`src/rtl/sadv_pkg.sv`:
```
package sadv_pkg;
  typedef enum logic [1:0] {
    STEP_NONE = 2'd0,
    STEP_SEC  = 2'd1,
    STEP_SIDE = 2'd2,
    STEP_CYL  = 2'd3
  } step_e;
endpackage

```
`src/rtl/sadv_decide.sv`:
```
module sadv_decide
  import sadv_pkg::*;
#(
  parameter int C_W = 8,
  parameter int H_W = 8,
  parameter int R_W = 8
) (
  input  logic [C_W-1:0] cur_c,
  input  logic [H_W-1:0] cur_h,
  input  logic [R_W-1:0] cur_r,
  input  logic [R_W-1:0] eot,
  input  logic           mt,
  output step_e          step,
  output logic           at_end,
  output logic           ends_pass,
  output logic [C_W-1:0] nxt_c,
  output logic [H_W-1:0] nxt_h,
  output logic [R_W-1:0] nxt_r
);
  // sector step inside the track
  function automatic logic [R_W-1:0] f_sec_inc(input logic [R_W-1:0] r);
    return r + R_W'(1);
  endfunction

  // other side of the same cylinder: only bit 0 of the head moves
  function automatic logic [H_W-1:0] f_side_flip(input logic [H_W-1:0] h);
    return h ^ H_W'(1);
  endfunction

  function automatic logic [C_W-1:0] f_cyl_inc(input logic [C_W-1:0] c);
    return c + C_W'(1);
  endfunction

  // an overshoot counts as the end of the track
  function automatic logic f_track_end(input logic [R_W-1:0] r, input logic [R_W-1:0] e);
    return r >= e;
  endfunction

  logic side_q;
  assign side_q = cur_h[0];
  assign at_end = f_track_end(cur_r, eot);

  always_comb begin
    if (!at_end)            step = STEP_SEC;
    else if (mt && !side_q) step = STEP_SIDE;
    else                    step = STEP_CYL;
  end

  assign ends_pass = (step == STEP_CYL);

  always_comb begin
    nxt_c = cur_c;
    nxt_h = cur_h;
    nxt_r = f_sec_inc(cur_r);
    unique case (step)
      STEP_SIDE: begin
        nxt_h = f_side_flip(cur_h);
        nxt_r = R_W'(1);
      end
      STEP_CYL: begin
        nxt_c = f_cyl_inc(cur_c);
        if (mt) nxt_h = f_side_flip(cur_h);
        nxt_r = R_W'(1);
      end
      default: ;
    endcase
  end
endmodule

```
`src/rtl/sadv_regs.sv`:
```
module sadv_regs #(
  parameter int C_W = 8,
  parameter int H_W = 8,
  parameter int R_W = 8,
  parameter int N_W = 8
) (
  input  logic           clk,
  input  logic           rst_n,
  input  logic           load,
  input  logic [C_W-1:0] ld_c,
  input  logic [H_W-1:0] ld_h,
  input  logic [R_W-1:0] ld_r,
  input  logic [N_W-1:0] ld_n,
  input  logic [R_W-1:0] ld_eot,
  input  logic           ld_mt,
  input  logic           fire,
  input  logic           to_side,
  input  logic           ends_pass,
  input  logic [C_W-1:0] nxt_c,
  input  logic [H_W-1:0] nxt_h,
  input  logic [R_W-1:0] nxt_r,
  output logic [C_W-1:0] c_q,
  output logic [H_W-1:0] h_q,
  output logic [R_W-1:0] r_q,
  output logic [N_W-1:0] n_q,
  output logic [R_W-1:0] eot_q,
  output logic           mt_q,
  output logic           stop_q,
  output logic           sw_q
);
  always_ff @(posedge clk) begin
    if (!rst_n) begin
      c_q    <= '0;
      h_q    <= '0;
      r_q    <= '0;
      n_q    <= '0;
      eot_q  <= '0;
      mt_q   <= 1'b0;
      stop_q <= 1'b0;
      sw_q   <= 1'b0;
    end else if (load) begin
      c_q    <= ld_c;
      h_q    <= ld_h;
      r_q    <= ld_r;
      n_q    <= ld_n;
      eot_q  <= ld_eot;
      mt_q   <= ld_mt;
      stop_q <= 1'b0;
      sw_q   <= 1'b0;
    end else if (fire) begin
      c_q    <= nxt_c;
      h_q    <= nxt_h;
      r_q    <= nxt_r;
      stop_q <= ends_pass;
      sw_q   <= to_side;
    end else begin
      sw_q   <= 1'b0;
    end
  end
endmodule

```
`src/rtl/sadv_top.sv`:
```
module sadv_top
  import sadv_pkg::*;
#(
  parameter int C_W = 8,
  parameter int H_W = 8,
  parameter int R_W = 8,
  parameter int N_W = 8
) (
  input  logic           clk,
  input  logic           rst_n,
  input  logic           load_i,
  input  logic [C_W-1:0] ld_cyl_i,
  input  logic [H_W-1:0] ld_head_i,
  input  logic [R_W-1:0] ld_sec_i,
  input  logic [N_W-1:0] ld_size_i,
  input  logic [R_W-1:0] ld_eot_i,
  input  logic           ld_mt_i,
  input  logic           done_i,
  output logic [C_W-1:0] cyl_o,
  output logic [H_W-1:0] head_o,
  output logic [R_W-1:0] sec_o,
  output logic [N_W-1:0] size_o,
  output logic [C_W-1:0] nxt_cyl_o,
  output logic [H_W-1:0] nxt_head_o,
  output logic [R_W-1:0] nxt_sec_o,
  output logic           side_sw_o,
  output logic           stop_o
);
  logic [C_W-1:0] c_q, nxt_c;
  logic [H_W-1:0] h_q, nxt_h;
  logic [R_W-1:0] r_q, nxt_r, eot_q;
  logic [N_W-1:0] n_q;
  logic           mt_q, stop_q, sw_q;
  step_e          step;
  logic           at_end, ends_pass, to_side;
  logic           adv_fire;

  // an accepted sector-done event
  assign adv_fire = done_i && !stop_q && !load_i;
  assign to_side  = (step == STEP_SIDE);

  sadv_decide #(.C_W(C_W), .H_W(H_W), .R_W(R_W)) u_decide (
    .cur_c(c_q), .cur_h(h_q), .cur_r(r_q), .eot(eot_q), .mt(mt_q),
    .step(step), .at_end(at_end), .ends_pass(ends_pass),
    .nxt_c(nxt_c), .nxt_h(nxt_h), .nxt_r(nxt_r)
  );

  sadv_regs #(.C_W(C_W), .H_W(H_W), .R_W(R_W), .N_W(N_W)) u_regs (
    .clk(clk), .rst_n(rst_n), .load(load_i),
    .ld_c(ld_cyl_i), .ld_h(ld_head_i), .ld_r(ld_sec_i), .ld_n(ld_size_i),
    .ld_eot(ld_eot_i), .ld_mt(ld_mt_i),
    .fire(adv_fire), .to_side(to_side), .ends_pass(ends_pass),
    .nxt_c(nxt_c), .nxt_h(nxt_h), .nxt_r(nxt_r),
    .c_q(c_q), .h_q(h_q), .r_q(r_q), .n_q(n_q),
    .eot_q(eot_q), .mt_q(mt_q), .stop_q(stop_q), .sw_q(sw_q)
  );

  assign cyl_o      = c_q;
  assign head_o     = h_q;
  assign sec_o      = r_q;
  assign size_o     = n_q;
  assign nxt_cyl_o  = nxt_c;
  assign nxt_head_o = nxt_h;
  assign nxt_sec_o  = nxt_r;
  assign side_sw_o  = sw_q;
  assign stop_o     = stop_q;
endmodule

```
`config.mk`:
```
export PLATFORM = sky130hd
export DESIGN_NAME = sadv_top
export DESIGN_NICKNAME = d
export VERILOG_FILES = /design/src/rtl/sadv_pkg.sv /design/src/rtl/sadv_decide.sv /design/src/rtl/sadv_regs.sv /design/src/rtl/sadv_top.sv
export SDC_FILE = /design/constraint.sdc
export NUM_CORES = 1
export LEC_CHECK = 0
export BUFFER_PORTS_ARGS = -buffer_cell sky130_fd_sc_hd__buf_4
export CAP_MARGIN = 40
export CORE_MARGIN = 5
export CORE_UTILIZATION = 49
export DETAILED_ROUTE_END_ITERATION = 12
export GPL_TIMING_DRIVEN = 0
export PLACE_DENSITY_LB_ADDON = 0.25
export SLEW_MARGIN = 40
export SYNTH_ARGS = -nofsm -noshare
export SYNTH_HDL_FRONTEND = slang
export SYNTH_HIERARCHICAL = 1
export SYNTH_SLANG_ARGS = --single-unit
```
`constraint.sdc`:
```
create_clock -name clk -period 2.8 [get_ports clk]
set_input_delay 0 -clock clk [delete_from_list [all_inputs] [get_ports clk]]
set_output_delay 0 -clock clk [all_outputs]
set_load 0.005 [all_outputs]
```
# Word-level counts from Yosys, hierarchy flattened
# Cells that the tools add are included.
# totals
regBits	43
in_bits	45
output_inout_bits	58
wordCells	38
# op_classes
n_addsub	2
n_lt_le_gt_ge	1
eq_ne	2
muxes	12
bitwise	3
n_reduce_logical	10
# ops
cell	n
8-bit two-way mux	8
8-bit by 1-bit adder with 8-bit output (second input constant)	2
8-bit greater-or-equal comparator	1
2-bit equality test (second input constant)	2
2-bit OR reduction	2
1-bit logical AND	3
1-bit zero test	3
1-bit inverter	3
3-bit OR reduction	1
1-bit two-way mux	2
2-bit two-way mux	1
1-bit one-hot mux with 2 select lines	1
2-bit nonzero test	1

# Longest topological paths before layout
# Gate-level depths: netlist of run 1.
# logic_depth
ltp_word	9
mapped_depth	10
depth_no_buf	9

# Hierarchy
# The synthesis of run 1 kept the hierarchy.
# by_module_without_submodules
module	instances	cells_per_inst	area_each_um2	seq_area_each_um2
sadv_regs	1	166	1999.4	860.8
sadv_decide	1	85	610.6	0.0
sadv_top	1	2	18.8	0.0

# Least setup slack after synthesis of run 1
# No wires, ideal clock.
# synth_timing
path_type	flip-flop to flip-flop
start	reg u_regs.r_q[0]
end	reg u_regs.c_q[1]
setup_ps	116
arrival_ps	2145
required_ps	2684
setup_slack_ps	539
stages_incl_launch_ff	10
path_buffers	0
period_less_slack_ps	2261
cell_sequence	dfxtp_1 -> inv_1 -> ha_1 -> nand2b_1 -> a31oi_1 -> o31ai_1 -> and2b_4 -> mux2_4 -> mux2_4 -> o211a_1
# synth_via
elab_chain_len	6
# synth_lines
element	line_no	rtl
from (decl)	sadv_regs.sv:24	output logic [R_W-1:0] r_q,
from (signal assigned)	sadv_regs.sv:44	r_q <= ld_r;
from (signal assigned)	sadv_regs.sv:53	r_q <= nxt_r;
8-bit greater-or-equal comparator	sadv_decide.sv:36	return r >= e;
2-bit two-way mux	sadv_decide.sv:44	if (!at_end) step = STEP_SEC;
2-bit equality test	n/a	
named net ends_pass	sadv_top.sv:35	logic at_end, ends_pass, to_side;
8-bit two-way mux	sadv_decide.sv:55	unique case (step)
named net nxt_cyl_o[1]	sadv_top.sv:23	output logic [C_W-1:0] nxt_cyl_o,
8-bit two-way mux	sadv_regs.sv:50	end else if (fire) begin
8-bit two-way mux	sadv_regs.sv:41	end else if (load) begin
to (signal assigned)	sadv_regs.sv:42	c_q <= ld_c;
to (signal assigned)	sadv_regs.sv:51	c_q <= nxt_c;
to (decl)	sadv_regs.sv:22	output logic [C_W-1:0] c_q,
# The timed path passes the listed nets, and every way through them passes these cells. The select of a mux whose other input is x is not followed.
# A chain may end at the register's enable or synchronous reset.

# Worst setup path in the final report of run 1
# layout_timing
start	reg u_regs.r_q[0]
end	reg u_regs.c_q[1]
# layout_via
elab_chain_len	6
# layout_lines
element	line_no
8-bit greater-or-equal comparator	sadv_decide.sv:36
2-bit two-way mux	sadv_decide.sv:44
2-bit equality test	n/a
named net ends_pass	sadv_top.sv:35
8-bit two-way mux	sadv_decide.sv:55
8-bit two-way mux	sadv_regs.sv:50
8-bit two-way mux	sadv_regs.sv:41
# The timed path passes the listed nets, and every way through them passes these cells. The select of a mux whose other input is x is not followed.

==> summary.md, run 1 <==
| Metric | Value |
|---|---|
| Status | completed |
| # IOs | between 100 and 150 |
| Flop2flop setup slack | a little under 300 ps |
| Largest area contributor in the netlist | dfxtp_1 |
| Vias | 2270 |
| GRT Total Usage | between 10% and 20% |
| Pwr Density | approximately 440 nW/µm² |
| Share of cells above drive strength 1 | 40.9% |
| Synth top cells by count | 43 x dfxtp_1, 25 x nand2b_1, 25 x o211a_1 |
| Vias in the first global route | around 2400 |
| DPL Wire Length | about 5200 µm |
| Root Buffer | clkbuf_8 |
| Largest net degree at the start of global routing | 13 |
| Hold Fails Final Rpt | 0 |
| Nets | between 400 and 500 |
| CTS tree | built |
| Cell area after synthesis | roughly 2600 µm² |
| Syn_nets | a little over 300 |
| Worst Skew | approximately 8.7 ps |
| Post-CTS setup buffers | 0 |
| Crit-path max FO | 7 |
| Total gr overflow | 0 |
| CTS Buf Count | 5 |
| Critical path endpoint category | flop |
| Synth cell types | 33 |
| Yosys top cell area share | approximately 33% |
| Hold EP | u_regs/stop_q |
| Worst-Skew Late Latency | roughly 300 ps |
| Hold Path Class | input port to flop |
| 1st-pass router iterations | 4 |
| Largest cells by area after synthesis | dfxtp_1 33%, mux2_4 11%, o211a_1 9.5% |
| VDD IR max | between 0.2 and 0.3 mV |
| Setup violators final | 0 |
| Most numerous cell in the Yosys netlist | dfxtp_1 |
| Leak Pwr | just under 2 nW |
| Post-Route Setup TNS | 0 ps |
| Initial Util | between 50 and 60% |
| Synth warn | 6 |
| DRC | 0 |
| Worst Path Class, Setup | flop to flop |
| Most used flip-flop cell after synthesis | dfxtp_1 |
| HP Start | rst_n |
| Port Buf Inserts | slightly above 100 |
| CTS resizes | 0 |
| Tightest Pin Transition | 547 ps |
| Max Slew Vio Count | 0 |
| Iter 0 DRT Violations | 112 |
| Cells after synthesis | about 250 |
| Worst r2r dst | u_regs/c_q[1] |
| Die height | 83.2 µm |
| Core Box Area | 5170 µm² |
| Worst Reg-to-Reg Cells | 9 |
| Die footprint | between 6000 and 7000 µm² |
| MaxCap Viol Count | 0 |
| Wire per inst | 15.6 µm |
| Seq/Total Area, Yosys | about 33% |
| Final ANT Viol Nets | 0 |
| Count of state elements after synthesis | 43 |
| CTS clk-pin slew, worst paths | ~90 ps |
| WHS Path Cells | 2 |
| Worst r2r src | u_regs/r_q[0] |
| Critical Path AT | roughly 2700 ps |
| Total Power | around 1.7 mW |
| Final instance area | approximately 3800 µm² |
| Die width | 83.2 µm |
| Area Overhead vs Synth | 43.1% |
| # H-tree levels | 2 |
| RSZ-0062 raised after global routing | false |
| First-pass GRT wire length | between 10000 and 15000 µm |
| Synth async-reset ratio | 0% |
| Final period util | 89.5% |
| Post-synth EDFFs | 0 |
| Max clock buf depth | 2 |
| Routability Congestion | roughly 0.75 |
| Avg Cell Area, Syn | around 10 µm² |
| Rows | 26 |
| Max Clock Freq | 399 MHz |
| N_diodes | 0 |
| Final WL | 7030 µm |
| Tmin final | between 2000 and 3000 ps |
| Via density | just over 5 |
| CTS sink cnt | 43 |
| Worst Setup Start Kind | flop |
| Required @ worst endpoint | ~3000 ps |
| Initial antenna violation count | 0 |
| Relative slew slack | around 64% |
| Placed Area | between 3000 and 4000 µm² |
cells in the final DEF, fill, tap and decap left out, types with 4 or more instances in the layout:
cell type	count
nor2_1	9
buf_6	4
inv_1	10
buf_4	110
mux2i_1	18
buf_2	5
ha_1	11
dlygate4sd3_1	18
nor2b_1	19
dfxtp_1	43
mux2_4	19
nand2b_1	25
mux2_2	6
clkbuf_8	7
xnor2_1	7
clkbuf_1	6
o211a_1	25
xor2_1	6
nand3_1	9
per-layer routing:
layer	vias up	GRT usage, %	wire, µm
li1	1123	-	-
met1	1069	21.4	2790
met2	65	35.9	3620
met3	13	7.03	494
met4	0	6.54	120
met5	-	0	0
worst max-delay path by stage:
| stage | start | endpoint | slack, ps |
|---|---|---|---|
| after global placement | u_regs/r_q[0] | u_regs/c_q[1] | 350 |
| after detailed placement | u_regs/r_q[0] | u_regs/c_q[1] | 300 |
| final | u_regs/r_q[0] | u_regs/c_q[1] | 290 |
| after CTS | u_regs/r_q[0] | u_regs/c_q[1] | 280 |
| after global routing | u_regs/r_q[0] | u_regs/c_q[7] | 170 |
| after floorplan | u_regs/r_q[0] | u_regs/c_q[1] | 540 |
cells by family (layout without fill, tap and decap cells):
logic type	Yosys count	count (layout)	synth area share [%]
AOI/OAI and AO/OA	31	31	11.2
xor gates and xnor gates	13	13	4.33
muxes	43	43	20.3
adders and majority gates	11	11	5.24
DFF	43	43	32.7
buffers and inverters	34	162	8.62
and+or+nand+nor	78	78	17.6
critical path: stages, from the launching register on:
cell,delay (ps)
dfxtp_1,480
inv_1,100
ha_1,280
nand2b_1,90
a31oi_1,80
o31ai_1,350
and2b_4,250
mux2_4,310
mux2_4,260
o211a_1,200
metrics by stage:
| step | cells | util, % | hold slack [ps] | setup slack, ps |
|---|---|---|---|---|
| 2_1_floorplan | 253 | - | 128 | 539 |
| 3_3_place_gp | 425 | 67.3 | 255 | 349 |
| 3_5_place_dp | 425 | 67.3 | 266 | 301 |
| 4_1_cts | 450 | 72.5 | 1.23 | 282 |
| 5_1_grt | 451 | 72.7 | 13.0 | 165 |
| 6_report | 451 | 72.7 | 20.3 | 294 |
power breakdown:
part	switching (mW)	total, mW	leakage (nW)	internal (mW)
Combinational	0.200	0.521	1.57	0.321
Sequential	0.0437	0.697	0.356	0.653
Clock	0.215	0.440	0.0515	0.226
Total	0.459	1.66	1.97	1.20
sequential cells by signal (all words and copies together), names as in the netlist:
register / cells
u_regs/c_q: 8
u_regs/eot_q: 8
u_regs/h_q: 8
u_regs/n_q: 8
u_regs/r_q: 8
u_regs/mt_q: 1
u_regs/stop_q: 1
u_regs/sw_q: 1
final cells by class:
type / instances / area, µm²
tap: 70 / 87.6
inverter: 10 / 37.5
multi-input combinational: 176 / 1540
fill: 418 / 1410
buffer: 24 / 189
clock buffer: 8 / 100
timing repair buffer: 120 / 946
sequential: 43 / 861
what timing repair did:
action | 4_1_cts | 5_1_grt
endpoints found under the hold margin | 16 | 1
hold buffers | 17 | 1
setup endpoints to repair | 0 | 0
No activity file was read; power rests on OpenSTA's default activity.
==> run 2, diff against run 1 <==
Settings changed: ABC_AREA set to 1, CORE_UTILIZATION 49 to 53, SETUP_SLACK_MARGIN set to 0.4.
Clock period 2.8 ns to 3.2 ns, I/O delays scaled along.
==> run 2 against run 1 <==
Against the previous run: clock skew down 4.6 ps; first-iteration DRC count rose by 52%; cell count increased by 33%; final area up 2.5%.
==> summary.md, run 2 <==
| Metric | Value |
|---|---|
| Cell Chain, Critical Path | ha_1 > nand2_1 > nand2_1 > nand2_1 > nand2_1 > nand2_1 > nand3_4 > buf_8 > nor2_1 > buf_4 (was inv_1 > ha_1 > nand2b_1 > a31oi_1 > o31ai_1 > and2b_4 > mux2_4 > mux2_4 > o211a_1) |
| GRT Total Usage | 26.3% (was 19.9%) |
| Critical Path AT | 2080 ps (was 2700 ps) |
| Setup violators final | 0 (unchanged) |
| Synth cell types | 31 (was 33) |
| CP most frequent cell | nand2_1 (was mux2_4) |
| Hold Path Class | input port to flop (unchanged) |
| WP buf/inv | 2 (was 1) |
| DPL Wire Length | 5660 µm (was 5230 µm) |
| Synth async-reset ratio | 0% (unchanged) |
| Required @ worst endpoint | 3200 ps (was 2990 ps) |
| Initial antenna violation count | 0 (unchanged) |
| CTS sink cnt | 43 (unchanged) |
| CTS resizes | 0 (unchanged) |
| Tightest Pin Transition | 380 ps (was 547 ps) |
| Tmin final | a little over 2000 ps |
| Worst Path Class, Setup | flop to output pin (was flop to flop) |
| Sw power | 0.439 mW (was 0.459 mW) |
| Post-Route Setup TNS | 0 ps (unchanged) |
| Final WL | 8090 µm (was 7030 µm) |
| Worst path depth | 10 (was 9) |
| Max Clock Freq | around 480 MHz |
| Largest cells by area after synthesis | dfxtp_1 32%, nand2_1 14%, nand3_1 12% (was dfxtp_1 33%, mux2_4 11%, o211a_1 9.5%) |
| Final hold slack | 2.95 ps (was 20.3 ps) |
| N_diodes | 0 (unchanged) |
| CP Capture Point | nxt_sec_o[7] (was u_regs/c_q[1]) |
| Total Power | 1.46 mW (was 1.66 mW) |
| 1st-pass router iterations | 5 (was 4) |
| Worst Skew | 4.16 ps (was 8.71 ps) |
| Leak Pwr | 2.11 nW (was 1.97 nW) |
| Count of state elements after synthesis | 43 (unchanged) |
| CP Launch Point | u_regs/r_q[1] (was u_regs/r_q[0]) |
| Die width | 80.7 µm (was 83.2 µm) |
| CP delay by family, top | simple AND/OR/NAND/NOR gates (was compound AO/OA/AOI/OAI gates) |
| Flop2flop setup slack | 1170 ps (was 290 ps) |
| Vias | 2935 (was 2270) |
| DRC | 0 (unchanged) |
| Critical-path top delay cell | dfxtp_1 (unchanged) |
| Post-CTS setup buffers | 0 (unchanged) |
| Status | completed (unchanged) |
| CTS clk-pin slew, worst paths | 80 ps (was 90 ps) |
| Initial Util | 55.4% (was 50.8%) |
| CTS tree | built (unchanged) |
| # H-tree levels | 2 (unchanged) |
| Synth warn | 6 (unchanged) |
| Worst Reg-to-Reg Cells | 13 (was 9) |
| Sw Ratio | 30.0% (was 27.7%) |
| Worst r2r src | u_regs/r_q[1] (was u_regs/r_q[0]) |
| Relative slew slack | 74.7% (was 63.5%) |
| Nets | 587 (was 436) |
| Hold Fails Final Rpt | 0 (unchanged) |
| Cell Int Power | 1.02 mW (was 1.20 mW) |
| Largest net degree at the start of global routing | 13 (unchanged) |
| Crit-path max FO | 10 (was 7) |
| Rows | 25 (was 26) |
| Worst-Skew Late Latency | 290 ps (was 300 ps) |
| Total gr overflow | 0 (unchanged) |
| Commonest non-fill, non-tap cell in the layout | buf_4 (unchanged) |
| Max clock buf depth | 2 (unchanged) |
| Port Buf Inserts | 102 (unchanged) |
| Final period util | about 65% |
| HP Start | ld_head_i[5] (was rst_n) |
| Core Box Area | 4790 µm² (was 5170 µm²) |
| Hold buffer count at cts | 25 (was 17) |
| MaxCap Viol Count | 0 (unchanged) |
| Pre-CTS setup slack | 1200 ps (was 301 ps) |
| Area Overhead vs Synth | 45.3% (was 43.1%) |
| Slowest cell delay on critical path | 470 ps (was 480 ps) |
| Final setup margin | 1120 ps (was 294 ps) |
| Register share of total power | 41.3% (was 42.0%) |
| Most numerous cell in the Yosys netlist | nand2_1 (was dfxtp_1) |
| Fill count | 335 (was 418) |
| Most frequent cells in the layout | 113 x buf_4, 102 x nand2_1, 64 x nand3_1, 47 x nor2_1, 46 x inv_1 (was 110 x buf_4, 43 x dfxtp_1, 25 x nand2b_1, 25 x o211a_1) |
| First-pass GRT wire length | 13400 µm (was 11400 µm) |
| Wire per inst | 13.5 µm (was 15.6 µm) |
| Cell area after synthesis | 2650 µm² (was 2630 µm²) |
| VDD IR max | 0.309 mV (was 0.296 mV) |
| Syn_nets | 453 (was 309) |
| Synth top cells by count | 102 x nand2_1, 64 x nand3_1, 47 x nor2_1 (was 43 x dfxtp_1, 25 x nand2b_1, 25 x o211a_1) |
| RSZ-0062 raised after global routing | false (unchanged) |
| Worst r2r dst | u_regs/r_q[7] (was u_regs/c_q[1]) |
| Die height | 80.7 µm (was 83.2 µm) |
| Critical path endpoint category | output pin (was flop) |
| Via density | 4.91 (was 5.03) |
| Max Slew Vio Count | 0 (unchanged) |
| Vias in the first global route | 2955 (was 2432) |
| Post-synth EDFFs | 0 (unchanged) |
| Seq/Total Area, Yosys | 32.5% (was 32.7%) |
| Proportion of power drawn by the clock network | 28.2% (was 26.6%) |
| Iter 0 DRT Violations | 170 (was 112) |
| Avg Cell Area, Syn | 6.68 µm² (was 10.4 µm²) |
| Worst Setup Start Kind | flop (unchanged) |
| Share of cells above drive strength 1 | 29.6% (was 40.9%) |
| Comb power frac | 30.5% (was 31.4%) |
| Cells after synthesis | 397 (was 253) |
| Largest area contributor in the netlist | dfxtp_1 (unchanged) |
| Die footprint | 6520 µm² (was 6930 µm²) |
| Pwr Density | 379 nW/µm² (was 441 nW/µm²) |
| # IOs | 103 (unchanged) |
| CTS Buf Count | 5 (unchanged) |
| Final ANT Viol Nets | 0 (unchanged) |
| Yosys top cell area share | 32.5% (was 32.7%) |
| Routability Congestion | 0.902 (was 0.754) |
| Most used flip-flop cell after synthesis | dfxtp_1 (unchanged) |
| Root Buffer | clkbuf_8 (unchanged) |
| Final core utilization | 80.5% (was 72.7%) |
==> run 2: kinds of logic (layout without fill, tap and decap cells) <==
kind of cell               after synthesis  count (layout)  share of synthesized area [%]
and+or+nand+nor                        237             237                           41.1
buffers and inverters                   77             211                           14.7
adders and majority gates               11              11                           5.19
DFF                                     43              43                           32.5
xor gates and xnor gates                 7               7                           2.31
AOI/OAI and AO/OA                       22              22                           4.25
==> run 2: worst min-delay path: stages <==
cell and delay (ps):
buf_4 80, nand2_1 40, nand3_1 70, nand2_1 40, inv_1 40
==> run 2: routing by layer <==
layer | up-vias | global-route usage (%) | part of all wire, %
met5 | - | 0 | 0
met4 | 0 | 6.76 | 1.5
met3 | 15 | 6.21 | 7.5
met2 | 112 | 48.4 | 51
met1 | 1311 | 30.4 | 40
li1 | 1497 | - | -
==> run 2: worst min path at each step <==
| stage | slack [ps] | cells after the start | to |
|---|---|---|---|
| final | 3 | 5 | u_regs/h_q[5] |
| after global placement | 220 | 3 | u_regs/eot_q[7] |
| after global routing | 6 | 5 | u_regs/r_q[4] |
| after floorplan | 130 | 2 | u_regs/mt_q |
| after CTS | 2 | 5 | u_regs/h_q[3] |
| after detailed placement | 220 | 3 | u_regs/eot_q[1] |
==> run 2: power by group through the flow <==
stage	Sequential (mW)	Clock, mW	Combinational, mW
3_3_place_gp	0.614	0	0.407
4_1_cts	0.604	0.417	0.444
5_1_grt	0.610	0.444	0.496
6_report	0.604	0.412	0.446
2_1_floorplan	0.611	0	0.237
3_5_place_dp	0.616	0	0.417
==> run 2: layout make-up <==
type / instances / area [µm²] / area share, %
Buffer: 27 / 199 / 5.16
Clock buffer: 6 / 72.6 / 1.88
Clock inverter: 1 / 30.0 / 0.779
Inverter: 50 / 190 / 4.93
Multi-Input combinational cell: 277 / 1400 / 36.4
Sequential cell: 43 / 861 / 22.3
Tap cell: 67 / 83.8 / 2.17
Timing Repair Buffer: 127 / 1020 / 26.4
==> run 2: per-stage QoR <==
stage	cell area, µm²	cells
final	3850	598
after global routing	3850	598
after CTS	3850	598
after detailed placement	3500	566
after global placement	3500	566
after floorplan	2650	397
